[src/rtl/iochan_pkg.sv]
package iochan_pkg;

  typedef enum logic [3:0] {
    OP_STC = 4'd0,
    OP_CLC = 4'd1,
    OP_STF = 4'd2,
    OP_CLF = 4'd3,
    OP_SFS = 4'd4,
    OP_SFC = 4'd5,
    OP_OTA = 4'd6,
    OP_OTB = 4'd7,
    OP_LIA = 4'd8,
    OP_LIB = 4'd9,
    OP_MIA = 4'd10,
    OP_MIB = 4'd11
  } io_op_e;

  // skip answer for a decoded own-channel operation
  function automatic logic skip_of(input logic [3:0] op, input logic flag);
    case (op)
      OP_SFS:  skip_of = flag;
      OP_SFC:  skip_of = ~flag;
      default: skip_of = 1'b0;
    endcase
  endfunction

  function automatic logic is_read(input logic [3:0] op);
    is_read = (op == OP_LIA) || (op == OP_LIB) || (op == OP_MIA) || (op == OP_MIB);
  endfunction

  function automatic logic is_write(input logic [3:0] op);
    is_write = (op == OP_OTA) || (op == OP_OTB);
  endfunction

endpackage

[src/rtl/iochan_decode.sv]
module iochan_decode
  import iochan_pkg::*;
#(
  parameter int SC_W      = 6,
  parameter int MY_SC     = 10,
  parameter int GLOBAL_SC = 0
) (
  input  logic            io_valid,
  input  logic [SC_W-1:0] io_sel,
  input  logic [3:0]      io_op,
  input  logic            io_clf,
  output logic            evt_hit,
  output logic            evt_set_ctl,
  output logic            evt_clr_ctl,
  output logic            evt_set_flg,
  output logic            evt_clr_flg,
  output logic            evt_write,
  output logic            evt_read,
  output logic            evt_gclr
);
  localparam logic [SC_W-1:0] OWN_CODE = SC_W'(MY_SC);
  localparam logic [SC_W-1:0] GLB_CODE = SC_W'(GLOBAL_SC);

  always_comb begin
    evt_hit     = io_valid && (io_sel == OWN_CODE);
    evt_set_ctl = evt_hit && (io_op == OP_STC);
    evt_clr_ctl = evt_hit && (io_op == OP_CLC);
    evt_set_flg = evt_hit && (io_op == OP_STF);
    evt_clr_flg = evt_hit && (io_clf || (io_op == OP_CLF));
    evt_write   = evt_hit && is_write(io_op);
    evt_read    = evt_hit && is_read(io_op);
    evt_gclr    = io_valid && (io_sel == GLB_CODE) && (io_op == OP_CLC);
  end
endmodule

[src/rtl/iochan_flagctl.sv]
module iochan_flagctl (
  input  logic clk,
  input  logic rst_n,
  input  logic set_ctl,
  input  logic clr_ctl,
  input  logic set_flg,
  input  logic clr_flg,
  output logic ctl_q,
  output logic flg_q
);
  always_ff @(posedge clk) begin
    if (!rst_n) begin
      ctl_q <= 1'b0;
      flg_q <= 1'b0;
    end else begin
      if (clr_ctl)      ctl_q <= 1'b0;
      else if (set_ctl) ctl_q <= 1'b1;
      // a clear request beats any simultaneous set
      if (clr_flg)      flg_q <= 1'b0;
      else if (set_flg) flg_q <= 1'b1;
    end
  end
endmodule

[src/rtl/iochan_loopback.sv]
module iochan_loopback #(
  parameter int DW        = 16,
  parameter int REPLY_DLY = 3
) (
  input  logic          clk,
  input  logic          rst_n,
  input  logic          arm,
  input  logic          disarm,
  input  logic [DW-1:0] out_word,
  output logic          fire,
  output logic [DW-1:0] in_word
);
  localparam int CW = $clog2(REPLY_DLY + 1);
  localparam logic [CW-1:0] LOAD_VAL = CW'(REPLY_DLY - 1);

  logic          armed;
  logic [CW-1:0] cnt;

  assign fire = armed && (cnt == '0) && !disarm;

  always_ff @(posedge clk) begin
    if (!rst_n) begin
      armed   <= 1'b0;
      cnt     <= '0;
      in_word <= '0;
    end else begin
      if (disarm) begin
        armed <= 1'b0;
      end else if (arm) begin
        armed <= 1'b1;
        cnt   <= LOAD_VAL;
      end else if (fire) begin
        armed   <= 1'b0;
        in_word <= out_word;
      end else if (armed) begin
        cnt <= cnt - 1'b1;
      end
    end
  end
endmodule

[src/rtl/iochan_if.sv]
module iochan_if
  import iochan_pkg::*;
#(
  parameter int SC_W      = 6,
  parameter int DW        = 16,
  parameter int MY_SC     = 10,
  parameter int GLOBAL_SC = 0,
  parameter int REPLY_DLY = 3
) (
  input  logic            clk,
  input  logic            rst_n,
  input  logic            io_valid,
  input  logic [SC_W-1:0] io_sel,
  input  logic [3:0]      io_op,
  input  logic            io_clf,
  input  logic [DW-1:0]   io_wdata,
  output logic            io_skip,
  output logic [DW-1:0]   io_rdata,
  output logic            ctl_q,
  output logic            flg_q
);
  logic          evt_hit, evt_set_ctl, evt_clr_ctl, evt_set_flg, evt_clr_flg;
  logic          evt_write, evt_read, evt_gclr, evt_fire, evt_ctl_off;
  logic [DW-1:0] out_reg, in_reg;

  iochan_decode #(.SC_W(SC_W), .MY_SC(MY_SC), .GLOBAL_SC(GLOBAL_SC)) u_dec (
    .io_valid(io_valid), .io_sel(io_sel), .io_op(io_op), .io_clf(io_clf),
    .evt_hit(evt_hit), .evt_set_ctl(evt_set_ctl), .evt_clr_ctl(evt_clr_ctl),
    .evt_set_flg(evt_set_flg), .evt_clr_flg(evt_clr_flg),
    .evt_write(evt_write), .evt_read(evt_read), .evt_gclr(evt_gclr)
  );

  assign evt_ctl_off = evt_clr_ctl || evt_gclr;

  iochan_flagctl u_fc (
    .clk(clk), .rst_n(rst_n),
    .set_ctl(evt_set_ctl), .clr_ctl(evt_ctl_off),
    .set_flg(evt_set_flg || evt_fire), .clr_flg(evt_clr_flg),
    .ctl_q(ctl_q), .flg_q(flg_q)
  );

  iochan_loopback #(.DW(DW), .REPLY_DLY(REPLY_DLY)) u_lb (
    .clk(clk), .rst_n(rst_n),
    .arm(evt_set_ctl), .disarm(evt_ctl_off),
    .out_word(out_reg), .fire(evt_fire), .in_word(in_reg)
  );

  always_ff @(posedge clk) begin
    if (!rst_n)         out_reg <= '0;
    else if (evt_write) out_reg <= io_wdata;
  end

  assign io_skip  = evt_hit && skip_of(io_op, flg_q);
  assign io_rdata = evt_read ? in_reg : '0;
endmodule

[config.mk]
export PLATFORM = sky130hd
export DESIGN_NAME = iochan_if
export DESIGN_NICKNAME = d
export VERILOG_FILES = /design/src/rtl/iochan_pkg.sv /design/src/rtl/iochan_decode.sv /design/src/rtl/iochan_flagctl.sv /design/src/rtl/iochan_loopback.sv /design/src/rtl/iochan_if.sv
export SDC_FILE = /design/constraint.sdc
export NUM_CORES = 1
export LEC_CHECK = 0
export BUFFER_PORTS_ARGS = -buffer_cell sky130_fd_sc_hd__buf_2
export CAP_MARGIN = 20
export CELL_PAD_IN_SITES_DETAIL_PLACEMENT = 0
export CELL_PAD_IN_SITES_GLOBAL_PLACEMENT = 1
export CORE_UTILIZATION = 38
export DETAILED_ROUTE_END_ITERATION = 7
export PLACE_DENSITY = 0.84
export SYNTH_ARGS = -nofsm -noshare
export SYNTH_HDL_FRONTEND = slang
export SYNTH_SLANG_ARGS = --single-unit
[constraint.sdc]
create_clock -name clk -period 2.15 [get_ports clk]
set_clock_uncertainty 0.15 [all_clocks]
set_input_delay 0.43 -clock clk [delete_from_list [all_inputs] [get_ports clk]]
set_output_delay 0.43 -clock clk [all_outputs]
set_load 0.1 [all_outputs]
==> summary.md <==
| Metric | Value |
|---|---|
| Routed vias/inst | `4.92` |
| LEAKAGE | `1.11 nW` |
| Worst endpoint required time | `1.57 ns` |
| Wirelength per Cell | `13.2 µm` |
| Layout cell share with drive strength beyond 1 | `0.397` |
| Yosys Warn Count | `0` |
| Clk slew on worst S/H paths | `around 0.060 ns` |
| Initial DRC count | `64` |
| Max transition margin | `0.574` |
| Maximum vdd drop | `~0.33 mV` |
| Max Freq | `~440 MHz` |
| Seq pwr share | `0.549` |
| Cts hold-fix bufs | `0` |
| Failing checks | `negative setup slack` |
| Die W | `70.0 µm` |
| Clock share of power | `0.380` |
| Detailed Route WL | `3830 µm` |
| Initial antenna violation count | `0` |
| Synth Area per Inst | `9.71 µm²` |
| Arr. time, crit path | `1.69 ns` |
| Pin count of the biggest net entering global routing | `35` |
| Die Footprint | `4900 µm²` |
| Sw frac | `0.209` |
| Initial core utilization | `0.401` |
| Run status | `complete, but fails checks` |
| First-pass GRT wire length | `6340 µm` |
| Tmin final | `2.27 ns` |
| Post-synth EDFFs | `0` |
| Startpoint Class | `input pin` |
| Async SR Flop Fraction | `0` |
| Cell Area, Synth | `~1800 µm²` |
| Int Power | `0.987 mW` |
| CP Class | `in2out` |
| Grt ovf | `0` |
| ANT cells | `0` |
| IO Port Bufs | `48` |
| CP endpoint kind | `primary output` |
| Global Route Usage Sum | `0.163` |
| Critical Path Fanout Max | `16` |
| Total CTS buffers | `5` |
| FF+latch count, synth | `37` |
| Fin cells | `between 200 and 300` |
| DRC violations left | `0` |
| Fin. max-slew vios | `0` |
| Skew-Pair Late Insertion Delay | `0.28 ns` |
| Syn nets | `212` |
| Sequential share of the synthesized area | `0.422` |
| Post-synth top flop | `dfxtp_1` |
| Top cell type's share of synthesized area | `0.422` |
| Post-DRT Antenna Nets | `0` |
| Vias | `1431` |
| Net Sw Power | `approximately 0.26 mW` |
| Worst-Margin Slew | `approximately 0.64 ns` |
| Inst Count DP | `281` |
| Final count of hold timing violations | `0` |
| Fin worst setup slack | `-0.120 ns` |
| Layout Nets | `270` |
| Clock buffer depth | `2` |
| Number of global-route vias before repair | `1343` |
| Post-DP HPWL | `2740 µm` |
| Logic gate share of total power | `0.071` |
| RePlAce Congestion | `0.789` |
| Synth top area cells | `dfxtp_1 (42%), mux2i_1 (9.7%), and2_1 (6.4%), a21boi_0 (6.0%), nor2b_1 (5.7%)` |
| Max_cap viols | `0` |
| FP Rows | `24` |
| CTS H-tree lvls | `2` |
| Hold WC Path Type | `in2reg` |
| Final count of negative-setup-slack endpoints | `17` |
| Final Cycle Share | `1.06` |
| Synth area leader | `dfxtp_1` |
| Hold slack final | `0.251 ns` |
| Die height | `70.0 µm` |
| DR pass1 iterations | `4` |
| Setup TNS | `-1.93 ns` |
| I/O Pins | `49` |
| Post-synthesis cell type count | `36` |
| CTS tree | `built` |
| P&R area growth vs syn | `46.4%` |
| RSZ-0062 raised after global routing | `yes` |
| Mapped Cells | `181` |
| Core Area | `4380 µm²` |
| Clock tree sinks | `37` |
| Clock root buffer | `clkbuf_8` |
| Pwr Density | `485 nW/µm²` |
## cell usage in the layout (no fill, tap or decap), types with 2 or more instances in the layout
cell,instances
nand3_1,16
mux2i_1,17
and2_4,16
o21ai_0,17
nor3b_1,2
a21boi_0,14
inv_1,4
dfxtp_1,36
buf_12,19
nor2b_1,16
clkbuf_8,6
o21a_1,2
buf_2,29
nor4b_4,2
and2_1,2
buf_4,11
nor2_1,2
buf_6,3
xnor2_1,3
a21boi_1,2
## cells in the mapped netlist, drive strengths merged, types with 3 or more instances
cell type   n
dfxtp      37
and2       18
mux2i      17
nand3      17
o21ai      17
a21boi     16
nor2b      16
buf         6
clkbuf      5
inv         4
nor3b       3
xnor2       3
## logic make-up (layout without fill, tap and decap cells)
group,Yosys count,in the layout,share of synthesized area
and+or+nand+nor,67,67,0.263
AOI/OAI and AO/OA,41,41,0.157
DFF,37,37,0.422
muxes,17,17,0.0969
buffers and inverters,15,73,0.0392
xor gates and xnor gates,3,3,0.0150
adders and majority gates,1,1,0.00712
## cell type report
type                       instances  area, µm²
clock buffer                       7       86.3
fill                             374       1810
inverter                           4       15.0
multi-input combinational        129       1020
sequential                        37        742
tap                               52       65.1
timing repair buffer              62        642
## through the flow
step / power, mW / cell area (µm²) / utilization / setup WS [ns]
after floorplan: 0.733 / 1840 / - / -0.535
after CTS: 1.26 / 2540 / 0.579 / -0.126
final: 1.25 / 2570 / 0.586 / -0.120
after detailed placement: 0.784 / 2440 / 0.557 / -0.148
after global routing: 1.30 / 2570 / 0.586 / -0.190
after global placement: 0.784 / 2440 / 0.557 / -0.0724
## worst max-delay path, stage by stage
cell	delay, ns
buf_6	0.09
and4bb_2	0.32
nand3_2	0.11
nor3b_4	0.24
buf_12	0.17
and2_4	0.15
buf_12	0.16
## path summary, 6_finish.rpt
kind                             from  cells after the start  slack [ns]                             to
max                         io_sel[0]                      7       -0.12                    io_rdata[8]
min                      io_wdata[11]                      3        0.25       out_reg[11]$_SDFFE_PN0P_
max reg2reg  u_lb.cnt[1]$_SDFFE_PN0P_                      5        0.47        u_fc.flg_q$_SDFFE_PP0P_
min reg2reg  out_reg[10]$_SDFFE_PN0P_                      2        0.32  u_lb.in_word[10]$_SDFFE_PN0P_
## power by group through the flow
stage | Combinational [mW] | Sequential, mW | Clock, mW
2_1_floorplan | 0.0316 | 0.701 | 0
3_3_place_gp | 0.0830 | 0.701 | 0
3_5_place_dp | 0.0833 | 0.701 | 0
4_1_cts | 0.0859 | 0.686 | 0.487
5_1_grt | 0.0957 | 0.685 | 0.520
6_report | 0.0887 | 0.686 | 0.474
## per-layer routing
layer / global-route usage / share of wire
met1: 0.221 / 0.48
met2: 0.254 / 0.48
met3: 0.0433 / 0.032
met4: 0.0467 / 0.011
met5: 0 / 0
## what timing repair did
item | 4_1_cts | 5_1_grt
endpoints found under the setup margin | 16 | 17
setup buffers | 0 | 3
resized for setup | 2 | 2
pin swaps | 2 | 1
Note: power is estimated with default switching activity, not from simulation.
